[config.mk]
export PLATFORM = sky130hd
export DESIGN_NAME = adc_seq_ctrl
export DESIGN_NICKNAME = d
export VERILOG_FILES = /design/src/rtl/adcq_pkg.sv /design/src/rtl/adcq_fifo.sv /design/src/rtl/adcq_chanlist.sv /design/src/rtl/adcq_converter.sv /design/src/rtl/adc_seq_ctrl.sv
export SDC_FILE = /design/constraint.sdc
export NUM_CORES = 1
export LEC_CHECK = 0
export ABC_AREA = 0
export CORE_UTILIZATION = 58
export CTS_CLUSTER_SIZE = 40
export DETAILED_ROUTE_END_ITERATION = 16
export GPL_TIMING_DRIVEN = 0
export PLACE_DENSITY = 0.85
export SLEW_MARGIN = 20
export SYNTH_ARGS = -nofsm -noshare
export SYNTH_HDL_FRONTEND = slang
export SYNTH_SLANG_ARGS = --single-unit
[constraint.sdc]
create_clock -name clk -period 4.2 [get_ports clk]
set_input_delay 0.63 -clock clk [delete_from_list [all_inputs] [get_ports clk]]
set_output_delay 0.63 -clock clk [all_outputs]
set_load 0.02 [all_outputs]
[src/rtl/adcq_pkg.sv]
// Shared types and register constants for the channel-list ADC sequencer.
// Assumes a word-addressed register bus with four registers.
package adcq_pkg;
    localparam int ADDR_W = 2;
    localparam logic [ADDR_W-1:0] ADDR_CTRL1 = 2'd0;
    localparam logic [ADDR_W-1:0] ADDR_CTRL2 = 2'd1;
    localparam logic [ADDR_W-1:0] ADDR_STAT  = 2'd2;
    localparam logic [ADDR_W-1:0] ADDR_DATA  = 2'd3;

    // control-1 field positions
    localparam int C1_HF_IE  = 8;
    localparam int C1_GIE    = 15;
    // control-2 field positions
    localparam int C2_LIST_EN = 9;
    localparam int C2_RES_EN  = 10;

    typedef enum logic [1:0] {
        MODE_OFF  = 2'd0,
        MODE_SOFT = 2'd1,
        MODE_SCAN = 2'd2,
        MODE_EXT  = 2'd3
    } adc_mode_e;

    typedef struct packed {
        logic       diff;
        logic       unipolar;
        logic [1:0] gain;
        logic [3:0] chan;
    } chan_entry_t;
endpackage

[src/rtl/adcq_fifo.sv]
// Result queue: synchronous FIFO with flush, simultaneous push/pop and a drop
// indication when a push meets a full queue without a pop in the same cycle.
// Assumes pop_i is only honoured when the queue holds data.
module adcq_fifo #(
    parameter int W     = 12,
    parameter int DEPTH = 16
) (
    input  logic         clk,
    input  logic         rst_n,
    input  logic         flush_i,
    input  logic         push_i,
    input  logic [W-1:0] data_i,
    input  logic         pop_i,
    output logic [W-1:0] data_o,
    output logic         empty_o,
    output logic         full_o,
    output logic         half_o,
    output logic         drop_o
);
    localparam int PW = (DEPTH > 1) ? $clog2(DEPTH) : 1;
    localparam int CW = $clog2(DEPTH + 1);

    logic [W-1:0]  mem [DEPTH];
    logic [PW-1:0] wptr, rptr;
    logic [CW-1:0] count;
    logic          do_pop, do_push;

    function automatic logic [PW-1:0] bump(input logic [PW-1:0] p);
        return (p == PW'(DEPTH - 1)) ? '0 : p + PW'(1);
    endfunction

    assign empty_o = (count == '0);
    assign full_o  = (count == CW'(DEPTH));
    assign half_o  = (count >= CW'(DEPTH / 2));
    assign data_o  = mem[rptr];
    assign do_pop  = pop_i && !empty_o;
    assign do_push = push_i && (!full_o || do_pop);
    assign drop_o  = push_i && full_o && !do_pop && !flush_i;

    // storage write
    always_ff @(posedge clk) begin
        if (do_push && !flush_i) mem[wptr] <= data_i;
    end

    // pointers and occupancy
    always_ff @(posedge clk) begin
        if (!rst_n || flush_i) begin
            wptr  <= '0;
            rptr  <= '0;
            count <= '0;
        end else begin
            if (do_push) wptr <= bump(wptr);
            if (do_pop)  rptr <= bump(rptr);
            count <= count + CW'(do_push) - CW'(do_pop);
        end
    end

    a_r6_full_holds: assert property (@(posedge clk) disable iff (!rst_n)
        (push_i && full_o && !pop_i && !flush_i) |=> full_o);
    a_r5_empty_pop_safe: assert property (@(posedge clk) disable iff (!rst_n)
        (pop_i && empty_o && !push_i) |=> empty_o);
    a_r13_both_keep_level: assert property (@(posedge clk) disable iff (!rst_n)
        (push_i && pop_i && !empty_o && !flush_i) |=> $stable(count));
endmodule

[src/rtl/adcq_chanlist.sv]
// Descriptor list: entries are appended at the tail and read circularly by an
// index that wraps to the first entry after the last one written.
// Assumes adv_i is only asserted while the list is not empty.
module adcq_chanlist
    import adcq_pkg::*;
#(
    parameter int DEPTH = 16
) (
    input  logic        clk,
    input  logic        rst_n,
    input  logic        flush_i,
    input  logic        wr_i,
    input  chan_entry_t entry_i,
    input  logic        adv_i,
    output chan_entry_t entry_o,
    output logic        empty_o,
    output logic        full_o
);
    localparam int IW = (DEPTH > 1) ? $clog2(DEPTH) : 1;
    localparam int CW = $clog2(DEPTH + 1);

    chan_entry_t   mem [DEPTH];
    logic [IW-1:0] idx;
    logic [CW-1:0] count;
    logic          last;

    assign empty_o = (count == '0);
    assign full_o  = (count == CW'(DEPTH));
    assign entry_o = mem[idx];
    assign last    = ((CW'(idx) + CW'(1)) == count);

    // descriptor storage
    always_ff @(posedge clk) begin
        if (wr_i && !full_o && !flush_i) mem[count[IW-1:0]] <= entry_i;
    end

    // occupancy and circular read index
    always_ff @(posedge clk) begin
        if (!rst_n || flush_i) begin
            count <= '0;
            idx   <= '0;
        end else begin
            if (wr_i && !full_o) count <= count + CW'(1);
            if (adv_i) idx <= last ? '0 : idx + IW'(1);
        end
    end

    a_r7_wraps: assert property (@(posedge clk) disable iff (!rst_n)
        (adv_i && last && !flush_i) |=> (idx == '0));
    a_r9_full_rejects: assert property (@(posedge clk) disable iff (!rst_n)
        (wr_i && full_o && !flush_i) |=> full_o);
endmodule

[src/rtl/adcq_converter.sv]
// Fixed-latency converter model: a start latches the descriptor and runs a
// down-counter; done_o marks the last busy cycle, when the sample is taken.
// Assumes LAT >= 1; starts while busy are ignored.
module adcq_converter
    import adcq_pkg::*;
#(
    parameter int LAT = 6
) (
    input  logic        clk,
    input  logic        rst_n,
    input  logic        start_i,
    input  chan_entry_t entry_i,
    output logic        busy_o,
    output logic        done_o,
    output chan_entry_t entry_o
);
    localparam int CNTW = $clog2(LAT + 1);

    logic [CNTW-1:0] cnt;
    chan_entry_t     ent_q;
    logic            busy_q;

    assign busy_o  = busy_q;
    assign done_o  = busy_q && (cnt == '0);
    assign entry_o = ent_q;

    // busy window and descriptor latch
    always_ff @(posedge clk) begin
        if (!rst_n) begin
            busy_q <= 1'b0;
            cnt    <= '0;
            ent_q  <= '0;
        end else if (start_i && !busy_q) begin
            busy_q <= 1'b1;
            cnt    <= CNTW'(LAT - 1);
            ent_q  <= entry_i;
        end else if (busy_q) begin
            if (cnt == '0) busy_q <= 1'b0;
            else           cnt    <= cnt - CNTW'(1);
        end
    end

    a_r3_start_busy: assert property (@(posedge clk) disable iff (!rst_n)
        (start_i && !busy_q) |=> busy_q);
    a_r4_entry_held: assert property (@(posedge clk) disable iff (!rst_n)
        (busy_q && !done_o) |=> $stable(ent_q));
endmodule

[src/rtl/adc_seq_ctrl.sv]
// Top of the channel-list ADC sequencer: register decode, software trigger,
// status assembly and the half-full interrupt latch.
// Assumes single-cycle bus strobes; bus_rdata is combinational during bus_rd.
module adc_seq_ctrl
    import adcq_pkg::*;
#(
    parameter int SAMPLE_W   = 12,
    parameter int LIST_DEPTH = 16,
    parameter int RES_DEPTH  = 16,
    parameter int CONV_LAT   = 6
) (
    input  logic                clk,
    input  logic                rst_n,
    input  logic                bus_rd,
    input  logic                bus_wr,
    input  logic [1:0]          bus_addr,
    input  logic [15:0]         bus_wdata,
    output logic [15:0]         bus_rdata,
    input  logic [SAMPLE_W-1:0] adc_sample,
    output logic [3:0]          mux_chan,
    output logic [1:0]          mux_gain,
    output logic                mux_unipolar,
    output logic                mux_diff,
    output logic                irq
);
    localparam int PAD_W = 16 - SAMPLE_W;

    logic [15:0]         ctrl1, ctrl2;
    logic                hf_flag, hf_q, ovf_q;
    logic                rd_ctrl1, wr_stat, trig, hf_rise;
    logic                list_wr, list_empty, list_full;
    logic                res_pop, res_empty, res_full, res_half, res_drop;
    logic                busy, done;
    logic [SAMPLE_W-1:0] res_head;
    chan_entry_t         wr_entry, list_head, cur_entry;
    adc_mode_e           mode;

    assign mode     = adc_mode_e'(ctrl1[1:0]);
    assign wr_entry = chan_entry_t'(bus_wdata[7:0]);
    assign rd_ctrl1 = bus_rd && (bus_addr == ADDR_CTRL1);
    assign wr_stat  = bus_wr && (bus_addr == ADDR_STAT);
    assign trig     = rd_ctrl1 && (mode == MODE_SOFT) && !busy && !list_empty;
    assign list_wr  = bus_wr && (bus_addr == ADDR_DATA) && ctrl2[C2_LIST_EN]
                      && !(wr_entry.diff && wr_entry.chan[3]);
    assign res_pop  = bus_rd && (bus_addr == ADDR_DATA);
    assign hf_rise  = res_half && !hf_q && ctrl1[C1_HF_IE];

    adcq_chanlist #(.DEPTH(LIST_DEPTH)) u_list (
        .clk     (clk),
        .rst_n   (rst_n),
        .flush_i (!ctrl2[C2_LIST_EN]),
        .wr_i    (list_wr),
        .entry_i (wr_entry),
        .adv_i   (trig),
        .entry_o (list_head),
        .empty_o (list_empty),
        .full_o  (list_full)
    );

    adcq_converter #(.LAT(CONV_LAT)) u_conv (
        .clk     (clk),
        .rst_n   (rst_n),
        .start_i (trig),
        .entry_i (list_head),
        .busy_o  (busy),
        .done_o  (done),
        .entry_o (cur_entry)
    );

    adcq_fifo #(.W(SAMPLE_W), .DEPTH(RES_DEPTH)) u_res (
        .clk     (clk),
        .rst_n   (rst_n),
        .flush_i (!ctrl2[C2_RES_EN]),
        .push_i  (done && ctrl2[C2_RES_EN]),
        .data_i  (adc_sample),
        .pop_i   (res_pop),
        .data_o  (res_head),
        .empty_o (res_empty),
        .full_o  (res_full),
        .half_o  (res_half),
        .drop_o  (res_drop)
    );

    assign mux_chan     = cur_entry.chan;
    assign mux_gain     = cur_entry.gain;
    assign mux_unipolar = cur_entry.unipolar;
    assign mux_diff     = cur_entry.diff;
    assign irq          = hf_flag && ctrl1[C1_GIE];

    // control register writes
    always_ff @(posedge clk) begin
        if (!rst_n) begin
            ctrl1 <= '0;
            ctrl2 <= '0;
        end else if (bus_wr) begin
            if (bus_addr == ADDR_CTRL1) ctrl1 <= bus_wdata;
            if (bus_addr == ADDR_CTRL2) ctrl2 <= bus_wdata;
        end
    end

    // half-full edge latch and overflow sticky bit; a new event beats a clear
    always_ff @(posedge clk) begin
        if (!rst_n) begin
            hf_q    <= 1'b0;
            hf_flag <= 1'b0;
            ovf_q   <= 1'b0;
        end else begin
            hf_q <= res_half;
            if (hf_rise)      hf_flag <= 1'b1;
            else if (wr_stat) hf_flag <= 1'b0;
            if (res_drop)     ovf_q   <= 1'b1;
            else if (wr_stat) ovf_q   <= 1'b0;
        end
    end

    // read data selection
    always_comb begin
        unique case (bus_addr)
            ADDR_CTRL1: bus_rdata = ctrl1;
            ADDR_CTRL2: bus_rdata = ctrl2;
            ADDR_STAT:  bus_rdata = {7'b0, hf_flag, 2'b0, ovf_q, res_full,
                                     res_half, res_empty, list_full, busy};
            default:    bus_rdata = res_empty ? 16'h0 : {{PAD_W{1'b0}}, res_head};
        endcase
    end

    a_r3_other_mode_idle: assert property (@(posedge clk) disable iff (!rst_n)
        (rd_ctrl1 && mode != MODE_SOFT && !busy) |=> !busy);
    a_r10_flag_needs_enable: assert property (@(posedge clk) disable iff (!rst_n)
        $rose(hf_flag) |-> $past(ctrl1[C1_HF_IE]));
    a_r11_status_clear: assert property (@(posedge clk) disable iff (!rst_n)
        (wr_stat && !hf_rise && !res_drop) |=> (!hf_flag && !ovf_q));
    a_r10_irq_gated: assert property (@(posedge clk) disable iff (!rst_n)
        irq |-> hf_flag);
endmodule

==> impl_metrics.prom <==
# TYPE chip_impl_metric gauge
chip_impl_info{name="status",value="finished, final reports clean"} 1
chip_impl_info{name="critical_path_class",value="reg2out"} 1
chip_impl_metric{name="coreArea",unit="um2"} 26900
chip_impl_info{name="dr.max_layer_used",value="met4"} 1
chip_impl_metric{name="report.final.setup_viol",unit=""} 0
chip_impl_info{name="cts_tree",value="built"} 1
chip_impl_metric{name="floorplan.die.width",unit="um"} 167
chip_impl_metric{name="power_per_cell_area",unit="nW/um2"} 417
chip_impl_metric{name="finalWirelength",unit="mm"} 34.3
chip_impl_metric{name="crit_arrival",unit="ns"} 3.34
chip_impl_metric{name="drt-met1-wl",unit="mm"} 13.4
chip_impl_metric{name="yosys.area.top_type_share",unit=""} 0.605
chip_impl_metric{name="routed_via_density",unit=""} 6.23
chip_impl_metric{name="post-route-min-period",unit="ns"} 3.97
chip_impl_metric{name="area_delta_synth_final",unit="%"} 14.2
chip_impl_metric{name="number_of_enable_flip_flop_cells_after_synthesis",unit=""} 320
chip_impl_metric{name="final.setup.worst_slack",unit="ns"} 0.225
chip_impl_metric{name="final.period_utilization",unit=""} 0.946
chip_impl_info{name="timing.hold.worst.start",value="ctrl2[12]"} 1
chip_impl_metric{name="post_cts_setup_buffers",unit=""} 0
chip_impl_metric{name="place_ws",unit="ns"} 0.453
chip_impl_info{name="timing.critical_path.to_type",value="output pin"} 1
chip_impl_metric{name="report.final.slew_viol_count",unit=""} 0
chip_impl_info{name="synth_top_flop_cell",value="sky130_fd_sc_hd__edfxtp_1"} 1
chip_impl_info{name="synth.largest_area_cell",value="sky130_fd_sc_hd__edfxtp_1"} 1
chip_impl_metric{name="r2r.worst_path.cells",unit=""} 9
chip_impl_metric{name="ant_nets",unit=""} 0
chip_impl_metric{name="synth-seq-area-share",unit=""} 0.697
chip_impl_metric{name="finish.net_count",unit=""} 1118
chip_impl_metric{name="fmax",unit="MHz"} 252
chip_impl_metric{name="drive_gt1_frac",unit=""} 0.171
chip_impl_metric{name="synth-seq-cells",unit=""} 393
chip_impl_metric{name="timing.max_slew.rel_slack",unit=""} 0.373
chip_impl_metric{name="via_count_of_the_first_global_routing_pass",unit=""} 9188
chip_impl_info{name="synth_top_cells_by_area",value="sky130_fd_sc_hd__edfxtp_1 61%, sky130_fd_sc_hd__mux4_2 11%, sky130_fd_sc_hd__dfxtp_1 9.2%"} 1
chip_impl_metric{name="dr_wl_met2",unit="mm"} 17.7
chip_impl_metric{name="globalplace.congestion",unit=""} 0.853
chip_impl_metric{name="detail_route.wl_per_cell",unit="um"} 23.9
chip_impl_metric{name="crit_required",unit="ns"} 3.57
chip_impl_metric{name="cts.path.max_buffers",unit=""} 3
chip_impl_metric{name="peakVddDrop",unit="uV"} 355
chip_impl_metric{name="drt_first_pass_iters",unit=""} 6
chip_impl_metric{name="clkLatencyLatePin",unit="ns"} 0.52
chip_impl_metric{name="timing.reg2reg.setup_slack",unit="ns"} 0.99
chip_impl_metric{name="design.die.area",unit="um2"} 28000
chip_impl_metric{name="antenna_cells",unit=""} 0
chip_impl_metric{name="total_number_of_vias",unit=""} 8936
chip_impl_metric{name="yosysWarningCount",unit=""} 0
chip_impl_metric{name="drt_first_iter_violations",unit=""} 1153
chip_impl_metric{name="htreeDepth",unit=""} 2
chip_impl_metric{name="grt_pass1_wl",unit="mm"} 53.0
chip_impl_info{name="timing.hold.worst_endpoint",value="ctrl2[12]"} 1
chip_impl_metric{name="detail_route.drc_violations",unit=""} 0
chip_impl_info{name="post-synth-top-count-cell",value="sky130_fd_sc_hd__edfxtp_1"} 1
chip_impl_metric{name="syn_avg_cell_area",unit="um2"} 16.5
chip_impl_metric{name="maxCapViolations",unit=""} 0
chip_impl_info{name="clock-root-buffer",value="sky130_fd_sc_hd__clkbuf_16"} 1
chip_impl_metric{name="synth.net_count",unit=""} 1018
chip_impl_metric{name="clock-sinks",unit=""} 393
chip_impl_metric{name="power",unit="mW"} 7.57
chip_impl_metric{name="initial_standard_cell_utilization_of_the_core",unit=""} 0.591
chip_impl_metric{name="tritoncts.num_buffers",unit=""} 38
chip_impl_metric{name="synthesis.area",unit="um2"} 15900
chip_impl_metric{name="report.final.hold_viol_count",unit=""} 0
chip_impl_metric{name="number_of_distinct_standard_cells_referenced_by_the_synthesized_netlist",unit=""} 54
chip_impl_info{name="ys_top_cells_by_count",value="320 x sky130_fd_sc_hd__edfxtp_1, 93 x sky130_fd_sc_hd__nand2_1, 80 x sky130_fd_sc_hd__mux4_2, 73 x sky130_fd_sc_hd__dfxtp_1, 57 x sky130_fd_sc_hd__nor2_1"} 1
chip_impl_metric{name="cts.clk_slew.worst_paths",unit="ns"} 0.06
chip_impl_metric{name="worst_hold_path_cell_count",unit=""} 2
chip_impl_metric{name="grt_use_total",unit=""} 0.253
chip_impl_metric{name="syn_inst",unit=""} 963
chip_impl_info{name="grt_setup_unrepaired",value="no"} 1
chip_impl_metric{name="placement_rows",unit=""} 60
chip_impl_metric{name="met3RoutedLength",unit="mm"} 2.50
chip_impl_metric{name="ioPinCount",unit=""} 59
chip_impl_metric{name="cts_repair_resize_count",unit=""} 0
chip_impl_metric{name="ctsHoldBuffers",unit=""} 0
chip_impl_info{name="critical_path.cell_chain",value="buf_1, clkbuf_1, nand2_1, o22a_1, o21ai_0, clkdlybuf4s50_1"} 1
chip_impl_metric{name="async_sr_flop_fraction",unit=""} 0
chip_impl_metric{name="fin_tns_setup",unit="ns"} 0
chip_impl_metric{name="pin_count_of_the_biggest_net_entering_global_routing",unit=""} 20
chip_impl_metric{name="grt_antenna_before_repair",unit=""} 0
chip_impl_info{name="regToRegStartpoint",value="u_conv.cnt[0]"} 1
chip_impl_info{name="timing.rr.end",value="u_res.mem[0][4]"} 1
chip_impl_metric{name="cp_slowest_stage_delay",unit="ns"} 0.67
chip_impl_info{name="startpoint_types",value="flop"} 1
chip_impl_info{name="min_path_type",value="reg2reg"} 1
chip_impl_info{name="critPathSlowestCell",value="sky130_fd_sc_hd__clkbuf_1"} 1
chip_impl_metric{name="crit_fanout",unit=""} 10
chip_impl_metric{name="timing_worst_slew_pin_value",unit="ns"} 0.939
chip_impl_metric{name="total_leakage_power",unit="nW"} 5.74
chip_impl_metric{name="hpwlAfterDp",unit="mm"} 21.7
chip_impl_metric{name="gr-total-overflow",unit=""} 0
chip_impl_metric{name="die_height",unit="um"} 167
chip_impl_metric{name="port_buffers",unit=""} 56
chip_impl_metric{name="fin_skew",unit="ns"} 0.0127
-- worst max-delay path by stage --
stage / slack (ns) / to / startpoint / cells past startpoint
2_1_floorplan: 1.43 / u_res.mem[1][0] / bus_addr[0] / 6
3_3_place_gp: -0.21 / u_res.mem[2][0] / bus_rd / 6
3_5_place_dp: 0.45 / u_res.mem[0][0] / bus_rd / 7
4_1_cts: 0.18 / bus_rdata[10] / flop / 6
5_1_grt: 0.08 / bus_rdata[10] / flop / 6
6_report: 0.23 / bus_rdata[10] / flop / 6
-- where the power goes --
group / internal (mW) / leakage (nW) / switching, mW / total [mW]
clock network: 1.82 / 0.566 / 1.37 / 3.18
logic: 0.0546 / 1.71 / 0.108 / 0.163
registers: 4.22 / 3.46 / 0.00629 / 4.22
-- cell usage in the layout, fill, tap and decap left out, types with 7 or more instances in the layout --
cell type	instances
sky130_fd_sc_hd__and3_1	7
sky130_fd_sc_hd__nand2_1	93
sky130_fd_sc_hd__and2_1	10
sky130_fd_sc_hd__ha_1	20
sky130_fd_sc_hd__xnor2_1	8
sky130_fd_sc_hd__nor2_1	45
sky130_fd_sc_hd__a21oi_1	22
sky130_fd_sc_hd__buf_2	16
sky130_fd_sc_hd__nand3_1	18
sky130_fd_sc_hd__inv_1	18
sky130_fd_sc_hd__o21ai_0	20
sky130_fd_sc_hd__mux4_2	80
sky130_fd_sc_hd__clkbuf_1	42
sky130_fd_sc_hd__edfxtp_1	320
sky130_fd_sc_hd__dfxtp_1	73
sky130_fd_sc_hd__a21boi_0	34
sky130_fd_sc_hd__buf_4	10
sky130_fd_sc_hd__nand2b_1	7
sky130_fd_sc_hd__a22o_1	16
sky130_fd_sc_hd__nor2_2	12
sky130_fd_sc_hd__clkbuf_16	39
sky130_fd_sc_hd__clkdlybuf4s50_1	56
sky130_fd_sc_hd__nor3_2	8
sky130_fd_sc_hd__mux2i_1	36
-- layout make-up --
cell class                      count  area [um2]
Buffer                             50         230
Clock buffer                       62        1110
Clock inverter                      8        57.6
Fill cell                        1723        8740
Inverter                           18        67.6
Multi-Input combinational cell    502        4580
Sequential cell                   393       11100
Tap cell                          341         427
Timing Repair Buffer               60         591
-- flip-flops by register name (all words and copies together) (netlist names), 3 cells and up, named ones only --
name	cells
u_list.count	5
ctrl2	16
u_conv.entry_o	8
u_res.wptr	4
u_list.mem	128
u_res.rptr	4
ctrl1	16
u_res.mem	192
u_res.count	5
u_conv.cnt	3
u_list.idx	4
-- through the flow --
stage	cells	area, um2	hold slack [ns]	utilization
after CTS	1434	18100	0.464	0.674
final	1434	18100	0.464	0.675
after global routing	1434	18100	0.479	0.675
after detailed placement	1364	17000	0.457	0.631
after floorplan	963	15900	0.443	-
after global placement	1360	16900	0.450	0.627
-- layer usage --
metal / global-route usage / vias up
met5: 0 / -
met4: 0.0778 / 0
met3: 0.0373 / 65
met2: 0.435 / 457
met1: 0.336 / 4499
li1: - / 3915
-- worst max-delay path: cells and delay by family (launching register included) --
kind	cells	cell delay, ns
buffers and inverters	3	1.67
AOI/OAI and AO/OA	2	0.44
and+or+nand+nor	1	0.40
DFF	1	0.31
-- cells by family (layout without fill, tap and decap cells) --
group / count (synthesis) / count (layout) / share of synthesized area
xor+xnor: 14 / 14 / 0.00772
flops: 393 / 393 / 0.697
compound gates: 118 / 118 / 0.0527
fa+ha+maj: 21 / 21 / 0.0170
mux: 121 / 121 / 0.140
buf+inv: 68 / 198 / 0.0188
simple gates: 228 / 228 / 0.0668
(Power assumes the default switching activity.)
